<file path="config.mk">
export PLATFORM = sky130hd
export DESIGN_NAME = trap_return_unit
export DESIGN_NICKNAME = d
export VERILOG_FILES = /design/src/rtl/trp_pkg.sv /design/src/rtl/trp_legal_check.sv /design/src/rtl/trp_align_check.sv /design/src/rtl/trp_status_update.sv /design/src/rtl/trp_priv_reg.sv /design/src/rtl/trap_return_unit.sv
export SDC_FILE = /design/constraint.sdc
export NUM_CORES = 1
export LEC_CHECK = 0
export BUFFER_PORTS_ARGS = -buffer_cell sky130_fd_sc_hd__buf_4
export CORE_MARGIN = 2
export CORE_UTILIZATION = 29
export CTS_CLUSTER_DIAMETER = 200
export DETAILED_ROUTE_END_ITERATION = 7
export PLACE_DENSITY = 0.84
export SLEW_MARGIN = 30
export SYNTH_ARGS = -nofsm -noshare
export SYNTH_HDL_FRONTEND = slang
export SYNTH_SLANG_ARGS = --single-unit
</file>
<file path="constraint.sdc">
create_clock -name clk -period 2.1 [get_ports clk]
set_input_delay 0.105 -clock clk [delete_from_list [all_inputs] [get_ports clk]]
set_output_delay 0.105 -clock clk [all_outputs]
set_load 0.05 [all_outputs]
</file>
<file path="src/rtl/trp_pkg.sv">
package trp_pkg;
   typedef enum logic [1:0] {
      PRIV_U = 2'b00,
      PRIV_S = 2'b01,
      PRIV_H = 2'b10,
      PRIV_M = 2'b11
   } priv_e;

   localparam int EXC_W = 4;
   localparam logic [EXC_W-1:0] EXC_MISALIGN = 4'd0;
   localparam logic [EXC_W-1:0] EXC_ILLEGAL  = 4'd2;

   typedef struct packed {
      logic       mie;
      logic       mpie;
      logic [1:0] mpp;
      logic       sie;
      logic       spie;
      logic       spp;
   } status_t;

   function automatic priv_e fold_priv(input logic [1:0] enc);
      return (enc == PRIV_H) ? PRIV_U : priv_e'(enc);
   endfunction
endpackage

</file>
<file path="src/rtl/trp_legal_check.sv">
module trp_legal_check
   import trp_pkg::*;
(
   input  logic       clk,
   input  logic       rst_n,
   input  logic       req,
   input  logic       is_sret,
   input  priv_e      cur_priv,
   output logic       illegal
);
   logic need_m, need_s;

   always_comb begin
      need_m  = !is_sret && (cur_priv != PRIV_M);
      need_s  = is_sret && (cur_priv == PRIV_U);
      illegal = req && (need_m || need_s);
   end

   assert_illegal_needs_req_R12: assert property (@(posedge clk) disable iff (!rst_n)
      !req |-> !illegal);
   assert_sret_from_m_ok_R3: assert property (@(posedge clk) disable iff (!rst_n)
      (req && is_sret && cur_priv == PRIV_M) |-> !illegal);
endmodule

</file>
<file path="src/rtl/trp_align_check.sv">
module trp_align_check #(
   parameter int XLEN        = 32,
   parameter int ALIGN_BITS  = 2,
   parameter bit CHECK_ALIGN = 1'b1
) (
   input  logic            clk,
   input  logic            rst_n,
   input  logic            req,
   input  logic            ext_c_en,
   input  logic [XLEN-1:0] pc,
   output logic            misaligned
);
   initial begin
      if (ALIGN_BITS < 1 || ALIGN_BITS >= XLEN)
         $error("trp_align_check: ALIGN_BITS out of range");
   end

   generate
      if (CHECK_ALIGN) begin : g_check
         always_comb misaligned = req && !ext_c_en && (pc[ALIGN_BITS-1:0] != '0);
      end else begin : g_nocheck
         always_comb misaligned = 1'b0;
      end
   endgenerate

   assert_no_misalign_with_c_R5: assert property (@(posedge clk) disable iff (!rst_n)
      ext_c_en |-> !misaligned);
endmodule

</file>
<file path="src/rtl/trp_status_update.sv">
module trp_status_update
   import trp_pkg::*;
(
   input  logic    is_sret,
   input  logic    commit,
   input  status_t st_in,
   output status_t st_out,
   output priv_e   next_priv
);
   always_comb begin
      st_out    = st_in;
      next_priv = PRIV_U;
      if (is_sret) begin
         next_priv = fold_priv({1'b0, st_in.spp});
      end else begin
         next_priv = fold_priv(st_in.mpp);
      end
      if (commit) begin
         if (is_sret) begin
            st_out.sie  = st_in.spie;
            st_out.spie = 1'b0;
            st_out.spp  = 1'b0;
         end else begin
            st_out.mie  = st_in.mpie;
            st_out.mpie = 1'b0;
            st_out.mpp  = PRIV_U;
         end
      end
   end
endmodule

</file>
<file path="src/rtl/trp_priv_reg.sv">
module trp_priv_reg
   import trp_pkg::*;
(
   input  logic  clk,
   input  logic  rst_n,
   input  logic  load,
   input  priv_e next_priv,
   output priv_e priv_q
);
   always_ff @(posedge clk or negedge rst_n) begin
      if (!rst_n)    priv_q <= PRIV_M;
      else if (load) priv_q <= next_priv;
   end

   assert_priv_never_reserved_R9: assert property (@(posedge clk) disable iff (!rst_n)
      priv_q != PRIV_H);
   assert_priv_holds_R11: assert property (@(posedge clk) disable iff (!rst_n)
      !load |=> $stable(priv_q));
endmodule

</file>
<file path="src/rtl/trap_return_unit.sv">
module trap_return_unit
   import trp_pkg::*;
#(
   parameter int XLEN        = 32,
   parameter int ALIGN_BITS  = 2,
   parameter bit CHECK_ALIGN = 1'b1
) (
   input  logic            clk,
   input  logic            rst_n,
   input  logic            ret_valid,
   input  logic            ret_is_sret,
   input  logic            ext_c_en,
   input  logic [XLEN-1:0] mepc_i,
   input  logic [XLEN-1:0] sepc_i,
   input  logic            st_mie_i,
   input  logic            st_mpie_i,
   input  logic [1:0]      st_mpp_i,
   input  logic            st_sie_i,
   input  logic            st_spie_i,
   input  logic            st_spp_i,
   output logic [1:0]      priv_o,
   output logic            ret_done_o,
   output logic            ret_exc_o,
   output logic [3:0]      exc_code_o,
   output logic [XLEN-1:0] target_pc_o,
   output logic            st_we_o,
   output logic            st_mie_o,
   output logic            st_mpie_o,
   output logic [1:0]      st_mpp_o,
   output logic            st_sie_o,
   output logic            st_spie_o,
   output logic            st_spp_o
);
   initial begin
      if (XLEN < 8) $error("trap_return_unit: XLEN too small");
   end

   priv_e           priv_q, next_priv;
   logic            illegal, misaligned, commit;
   logic [XLEN-1:0] tgt;
   status_t         st_in, st_out;

   assign tgt   = ret_is_sret ? sepc_i : mepc_i;
   assign st_in = '{mie: st_mie_i, mpie: st_mpie_i, mpp: st_mpp_i,
                    sie: st_sie_i, spie: st_spie_i, spp: st_spp_i};

   trp_legal_check u_legal (
      .clk(clk), .rst_n(rst_n), .req(ret_valid), .is_sret(ret_is_sret),
      .cur_priv(priv_q), .illegal(illegal)
   );

   trp_align_check #(.XLEN(XLEN), .ALIGN_BITS(ALIGN_BITS), .CHECK_ALIGN(CHECK_ALIGN)) u_align (
      .clk(clk), .rst_n(rst_n), .req(ret_valid), .ext_c_en(ext_c_en),
      .pc(tgt), .misaligned(misaligned)
   );

   assign commit = ret_valid && !illegal && !misaligned;

   trp_status_update u_upd (
      .is_sret(ret_is_sret), .commit(commit), .st_in(st_in),
      .st_out(st_out), .next_priv(next_priv)
   );

   trp_priv_reg u_priv (
      .clk(clk), .rst_n(rst_n), .load(commit), .next_priv(next_priv), .priv_q(priv_q)
   );

   always_comb begin
      ret_done_o  = commit;
      ret_exc_o   = ret_valid && (illegal || misaligned);
      exc_code_o  = illegal ? EXC_ILLEGAL : EXC_MISALIGN;
      target_pc_o = tgt;
      st_we_o     = commit;
   end

   assign priv_o    = priv_q;
   assign st_mie_o  = st_out.mie;
   assign st_mpie_o = st_out.mpie;
   assign st_mpp_o  = st_out.mpp;
   assign st_sie_o  = st_out.sie;
   assign st_spie_o = st_out.spie;
   assign st_spp_o  = st_out.spp;

   assert_done_excl_exc_R11: assert property (@(posedge clk) disable iff (!rst_n)
      !(ret_done_o && ret_exc_o));
   assert_mret_needs_m_R2: assert property (@(posedge clk) disable iff (!rst_n)
      (ret_valid && !ret_is_sret && priv_o != 2'b11) |-> (ret_exc_o && !st_we_o));
   assert_exc_keeps_priv_R11: assert property (@(posedge clk) disable iff (!rst_n)
      ret_exc_o |=> $stable(priv_o));
   assert_mret_fields_R6: assert property (@(posedge clk) disable iff (!rst_n)
      (ret_done_o && !ret_is_sret) |-> (st_mie_o == st_mpie_i && !st_mpie_o && st_mpp_o == 2'b00));
   assert_sret_fields_R7: assert property (@(posedge clk) disable iff (!rst_n)
      (ret_done_o && ret_is_sret) |-> (st_sie_o == st_spie_i && !st_spie_o && !st_spp_o));
   assert_aligned_target_R4: assert property (@(posedge clk) disable iff (!rst_n)
      (ret_done_o && !ext_c_en) |-> (target_pc_o[1:0] == 2'b00));
endmodule

</file>
=== Word-level counts from Yosys, hierarchy flattened ===
Index checks and enable logic that the tools add are counted.
Widths: inputs -> output; s select.

* Input bits: 76
* Register bits after elaboration: 2
* Word-level logic and storage cells: 26
* Output and inout bits: 48

* Reduce and logical (&&, ||, !) cells: 16
* Mux-type cells: 7
* Eq/ne operators: 2

{| class="wikitable"
|+ Operators by type and width
! cell !! number
|-
| $mux 32 || 1
|-
| $logic_and 1x1->1 || 8
|-
| $mux 7 || 1
|-
| $mux 2 || 3
|-
| $logic_not 1->1 || 4
|-
| $mux 4 || 1
|-
| $mux 3 || 1
|-
| $eq 2x2->1 const B || 1
|-
| $logic_not 2->1 || 1
|-
| $logic_or 1x1->1 || 2
|-
| $ne 2x2->1 const B || 1
|-
| $reduce_bool 2->1 || 1
|}

=== Depth between registers and ports, before layout ===
* Depth after elaboration: 8
* Mapped depth: 5

=== By module ===
From an unflattened synthesis, not the netlist that was laid out.

* Cells, all modules: 65
* Area total of the unflattened synthesis: 808.3 um^2

{| class="wikitable"
|+ By module, submodules not included
! module !! instances !! area an instance (um^2) !! cells each !! sequential area each (um^2)
|-
| trap_return_unit || 1 || 600.6 || 44 || 0.0
|-
| trp_status_update || 1 || 100.1 || 12 || 0.0
|-
| trp_priv_reg || 1 || 75.1 || 4 || 52.6
|-
| trp_align_check || 1 || 16.3 || 2 || 0.0
|-
| trp_legal_check || 1 || 16.3 || 3 || 0.0
|}

=== Least setup slack after synthesis ===
Ideal clock, no wire load.

* Path type: reg-to-output
* Start: register u_priv.priv_q[1]
* End: output st_we_o
* Buffers on the path: 1
* Slack: -11 ps
* Cell stages (with the launch flop): 5
* Data arrival time: 2006 ps
* Cell sequence: dfstp_2 > o21a_1 > a21oi_1 > nor2_1 > buf_4

* Cells in the longest elaborated chain, start to end: 7

{| class="wikitable"
|+ RTL lines
! element !! line !! text
|-
| start: declaration || trp_priv_reg.sv:8 || <nowiki>output priv_e priv_q</nowiki>
|-
| start signal: assignment || trp_priv_reg.sv:12 || <nowiki>else if (load) priv_q <= next_priv;</nowiki>
|-
| $ne 2x2->1 / $logic_not 2->1 (equally long branches) || trp_legal_check.sv:14, trp_legal_check.sv:15 ||
|-
| $logic_and 1x1->1 (on tied branches) || trp_legal_check.sv:14, trp_legal_check.sv:15 ||
|-
| $logic_or 1x1->1 (*) || trp_legal_check.sv:16 || <nowiki>illegal = req && (need_m || need_s);</nowiki>
|-
| $logic_and 1x1->1 (*) || trp_legal_check.sv:16 ||
|-
| $logic_not 1->1 (*) || trap_return_unit.sv:57 || <nowiki>assign commit = ret_valid && !illegal && !misaligned;</nowiki>
|-
| $logic_and 1x1->1 (*) (2 in series) || trap_return_unit.sv:57 ||
|-
| end: declaration || trap_return_unit.sv:26 || <nowiki>output logic st_we_o,</nowiki>
|}

Mark *: on every way between the ends. The rest lies on a longest branch, timed or not.

=== Worst setup path in the final report ===
* Start: register u_priv.priv_q[0]
* End: output st_mie_o

* Cells in the longest elaborated chain, start to end: 8

{| class="wikitable"
|+ RTL lines
! element !! line !! text
|-
| $ne 2x2->1 / $logic_not 2->1 (equally long branches) || trp_legal_check.sv:14, trp_legal_check.sv:15 ||
|-
| $logic_and 1x1->1 (on tied branches) || trp_legal_check.sv:14, trp_legal_check.sv:15 ||
|-
| $logic_or 1x1->1 (*) || trp_legal_check.sv:16 ||
|-
| $logic_and 1x1->1 (*) || trp_legal_check.sv:16 ||
|-
| $logic_not 1->1 (*) || trap_return_unit.sv:57 ||
|-
| $logic_and 1x1->1 (*) (2 in series) || trap_return_unit.sv:57 ||
|-
| $mux 7 (*) || trp_status_update.sv:18 || <nowiki>if (commit) begin</nowiki>
|-
| end: declaration || trap_return_unit.sv:27 || <nowiki>output logic st_mie_o,</nowiki>
|}

Marked as above.

==> results.sh <==
export IMPL_slowest_delay_ps=590
export IMPL_grtUsageTotal_pct=21.62
export IMPL_hp_start="st_spp_i"
export IMPL_grt_pass1_wl_um=4436
export IMPL_synth_compound_area_share_pct=14.64
export IMPL_ctsLongestPathBuffers=2
export IMPL_post_route_period_util_pct=82.03
export IMPL_min_path_cells=4
export IMPL_met2_length_um=1793
export IMPL_cp_end_kind="output port"
export IMPL_final_setup_worst_slack_ps=377.4
export IMPL_chipHeight_um=53.46
export IMPL_dp_hpwl_um=2859
export IMPL_numClockSinks=2
export IMPL_reg2reg_slack_ps=920
export IMPL_core_area_sq_um=2255
export IMPL_rows=17
export IMPL_rr_startpoint="u_priv.priv_q[1]"
export IMPL_top_register="u_priv.priv_q"
export IMPL_die_area_sq_um=2858
export IMPL_drv_cap=0
export IMPL_fin_util_pct=71.86
export IMPL_antenna_cells=0
export IMPL_synth_top_family_by_area="multiplexers"
export IMPL_cts_resized=0
export IMPL_cpLargestDelayFamily="flip-flops"
export IMPL_place_congestion=0.8052
export IMPL_grt_overflow=0
export IMPL_met1Wirelength_um=1206
export IMPL_ys_ff_latch=2
export IMPL_worst_ep_required_time_ps=2000
export IMPL_drtAntennaViolNets=0
export IMPL_fin_tns_setup_ps=0
export IMPL_initial_core_util_pct=31.47
export IMPL_grt_pass1_vias=944
export IMPL_maxSlewViolCount=0
export IMPL_total_power_uw=632.2
export IMPL_first_pass_iters=4
export IMPL_yosys_warnings=0
export IMPL_hold_viol_final=0
export IMPL_r2r_cells=3
export IMPL_drc=0
export IMPL_grt_max_degree=41
export IMPL_largest_reg_flops=2
export IMPL_min_path_type="primary input to flip-flop"
export IMPL_fp_dieW_um=53.46
export IMPL_avgSynthCellArea_sq_um=9.853
export IMPL_syn_area_sq_um=709.4
export IMPL_synth_sequential_area_ratio_pct=7.407
export IMPL_pre_cts_ws_ps=603.9
export IMPL_cts_buffers=3
export IMPL_synth_simple_area_share_pct=12.35
export IMPL_outcome="finished clean"
export IMPL_leakage_uw=0.0008344
export IMPL_via_count=1022
export IMPL_max_freq_ghz=0.5805
export IMPL_fill_cells=186
export IMPL_io_buffers=120
export IMPL_reg_largest_list="u_priv.priv_q (2)"
export IMPL_cp_max_fo=8
export IMPL_worst_path_max_delay_cell="dfstp_2"
export IMPL_fin_crit_ps=1723
export IMPL_startpoint_type="flip-flop"
export IMPL_netlist_instances=72
export IMPL_routed_wl_um=3348
export IMPL_clk_latency_ps=220
export IMPL_cts_tree="built"
export IMPL_muxShareOfSynthArea_pct=55.03
export IMPL_drive_above_1_share_pct=85.19
export IMPL_num_io_pins=124
export IMPL_hold_end="u_priv.priv_q[0]"
export IMPL_skew_ps=1.430
export IMPL_antenna_found_initial=0
export IMPL_nets=267
export IMPL_synthAdderAreaFrac_pct=0
export IMPL_clkTransAtPathRegs_ps=30
export IMPL_synth_xor_xnor_area_share_pct=0
export IMPL_grt_setup_unrepaired="false"
export IMPL_cts_root_buf="clkbuf_4"
export IMPL_vdd_drop_max_mv=0.3337
export IMPL_crit_type="flip-flop to output port"
export IMPL_drtIter0Drc=8
export IMPL_r2r_end="u_priv.priv_q[0]"
export IMPL_synthDistinctLibCells=22
export IMPL_highest_layer="met4"
export IMPL_vias_per_cell=4.710
export IMPL_p_per_area_nw_per_um2=390.2
export IMPL_crit_chain="and4b_1, o21ai_2, mux2_4, buf_4"
export IMPL_met3WireLength_um=318
export IMPL_wl_per_cell_um=15.43
export IMPL_critPathArrivalTime_ps=1620
export IMPL_htreeDepth=1
export IMPL_cp_num_buf_inv=1
export IMPL_area_delta_synth_final_pct=128.4
export IMPL_finalSetupViolations=0
## cells by family (layout without fill, tap and decap cells)
logic type,after synthesis,count (layout)
buffers and inverters,10,125
other,1,3
AO/OA/AOI/OAI,12,12
flip-flops,2,2
multiplexers,34,34
AND/OR/NAND/NOR,13,13
## repair_timing
item | CTS | global route
setup buffers | 0 | 0
hold buffers | 1 | 0
endpoints found under the hold margin | 2 | 0
## how the worst max path moves through the flow
stage,start,to,slack (ps),cells past startpoint
floorplan,u_priv.priv_q[1],st_we_o,260,4
global placement,u_priv.priv_q[0],st_mie_o,640,4
detailed placement,u_priv.priv_q[0],st_mie_o,600,4
CTS,u_priv.priv_q[0],st_mie_o,360,4
global route,u_priv.priv_q[1],st_mie_o,310,4
finish,u_priv.priv_q[0],st_mie_o,380,4
## worst register-to-register path, cell delays in order, from the launching register on
cell      delay (ps)
dfstp_2          590
nor4bb_1         280
a21oi_1           70
o21a_1           170
## cell usage in the layout, fill, tap and decap left out, drive strengths merged
master / instances
nor4bb: 1
nand2: 1
and4b: 1
o21bai: 1
nor3: 2
a21oi: 3
a41o: 1
dfstp: 2
o21ai: 1
nor2: 1
buf: 120
mux2: 34
clkbuf: 3
and2: 6
inv: 1
nor3b: 1
dlygate4sd3: 1
o2111ai: 1
o31ai: 1
o21a: 4
conb: 3
## layout make-up
type,count,area [sq um],area share (%)
Inverter,1,3.754,0.2317
Clock buffer,3,22.52,1.390
Multi-Input combinational cell,62,595.6,36.76
Tap cell,28,35.03,2.162
Timing Repair Buffer,121,910.9,56.22
Sequential cell,2,52.55,3.243
## report_power, final
part | total, uW | switching [uW] | leakage [uW] | internal [uW]
logic | 511 | 299 | 0.000800 | 212
registers | 39.0 | 0 | 0.0000206 | 39.0
clock network | 82.7 | 19.8 | 0.0000138 | 62.8
total | 632 | 319 | 0.000834 | 313
## Yosys cell counts
cell type  count  area share, %
a21oi_1        3            2.1
a41o_2         1            1.6
and2_1         6            5.3
and4b_1        1            1.4
buf_4          9            9.5
conb_1         1           0.53
dfstp_2        2            7.4
inv_1          1           0.53
mux2_1         5            7.9
mux2_2        27             43
mux2_4         2            4.2
nand2_1        1           0.53
nor2_1         1           0.53
nor3_1         1           0.70
nor3_2         1            1.4
nor3b_1        1            1.1
nor4bb_1       1            1.4
o2111ai_2      1            2.1
o21a_1         4            4.2
o21ai_2        1            1.2
o21bai_2       1            1.6
o31ai_2        1            1.8
## through the flow
| step | hold WS, ps | instances | instance area (sq um) |
|---|---|---|---|
| 2_1_floorplan | -42.84 | 74 | 719.4 |
| 3_3_place_gp | 46.21 | 213 | 1588 |
| 3_5_place_dp | 50.60 | 213 | 1588 |
| 4_1_cts | 266.4 | 217 | 1620 |
| 5_1_grt | 304.4 | 217 | 1620 |
| 6_report | 270.3 | 217 | 1620 |
## layer usage
metal	track usage (%)	up-vias
met2	38.68	54
li1	-	497
met1	25.21	467
met4	6.838	0
met3	4.520	4
met5	0	-
Power figures use the tool's default switching activity.
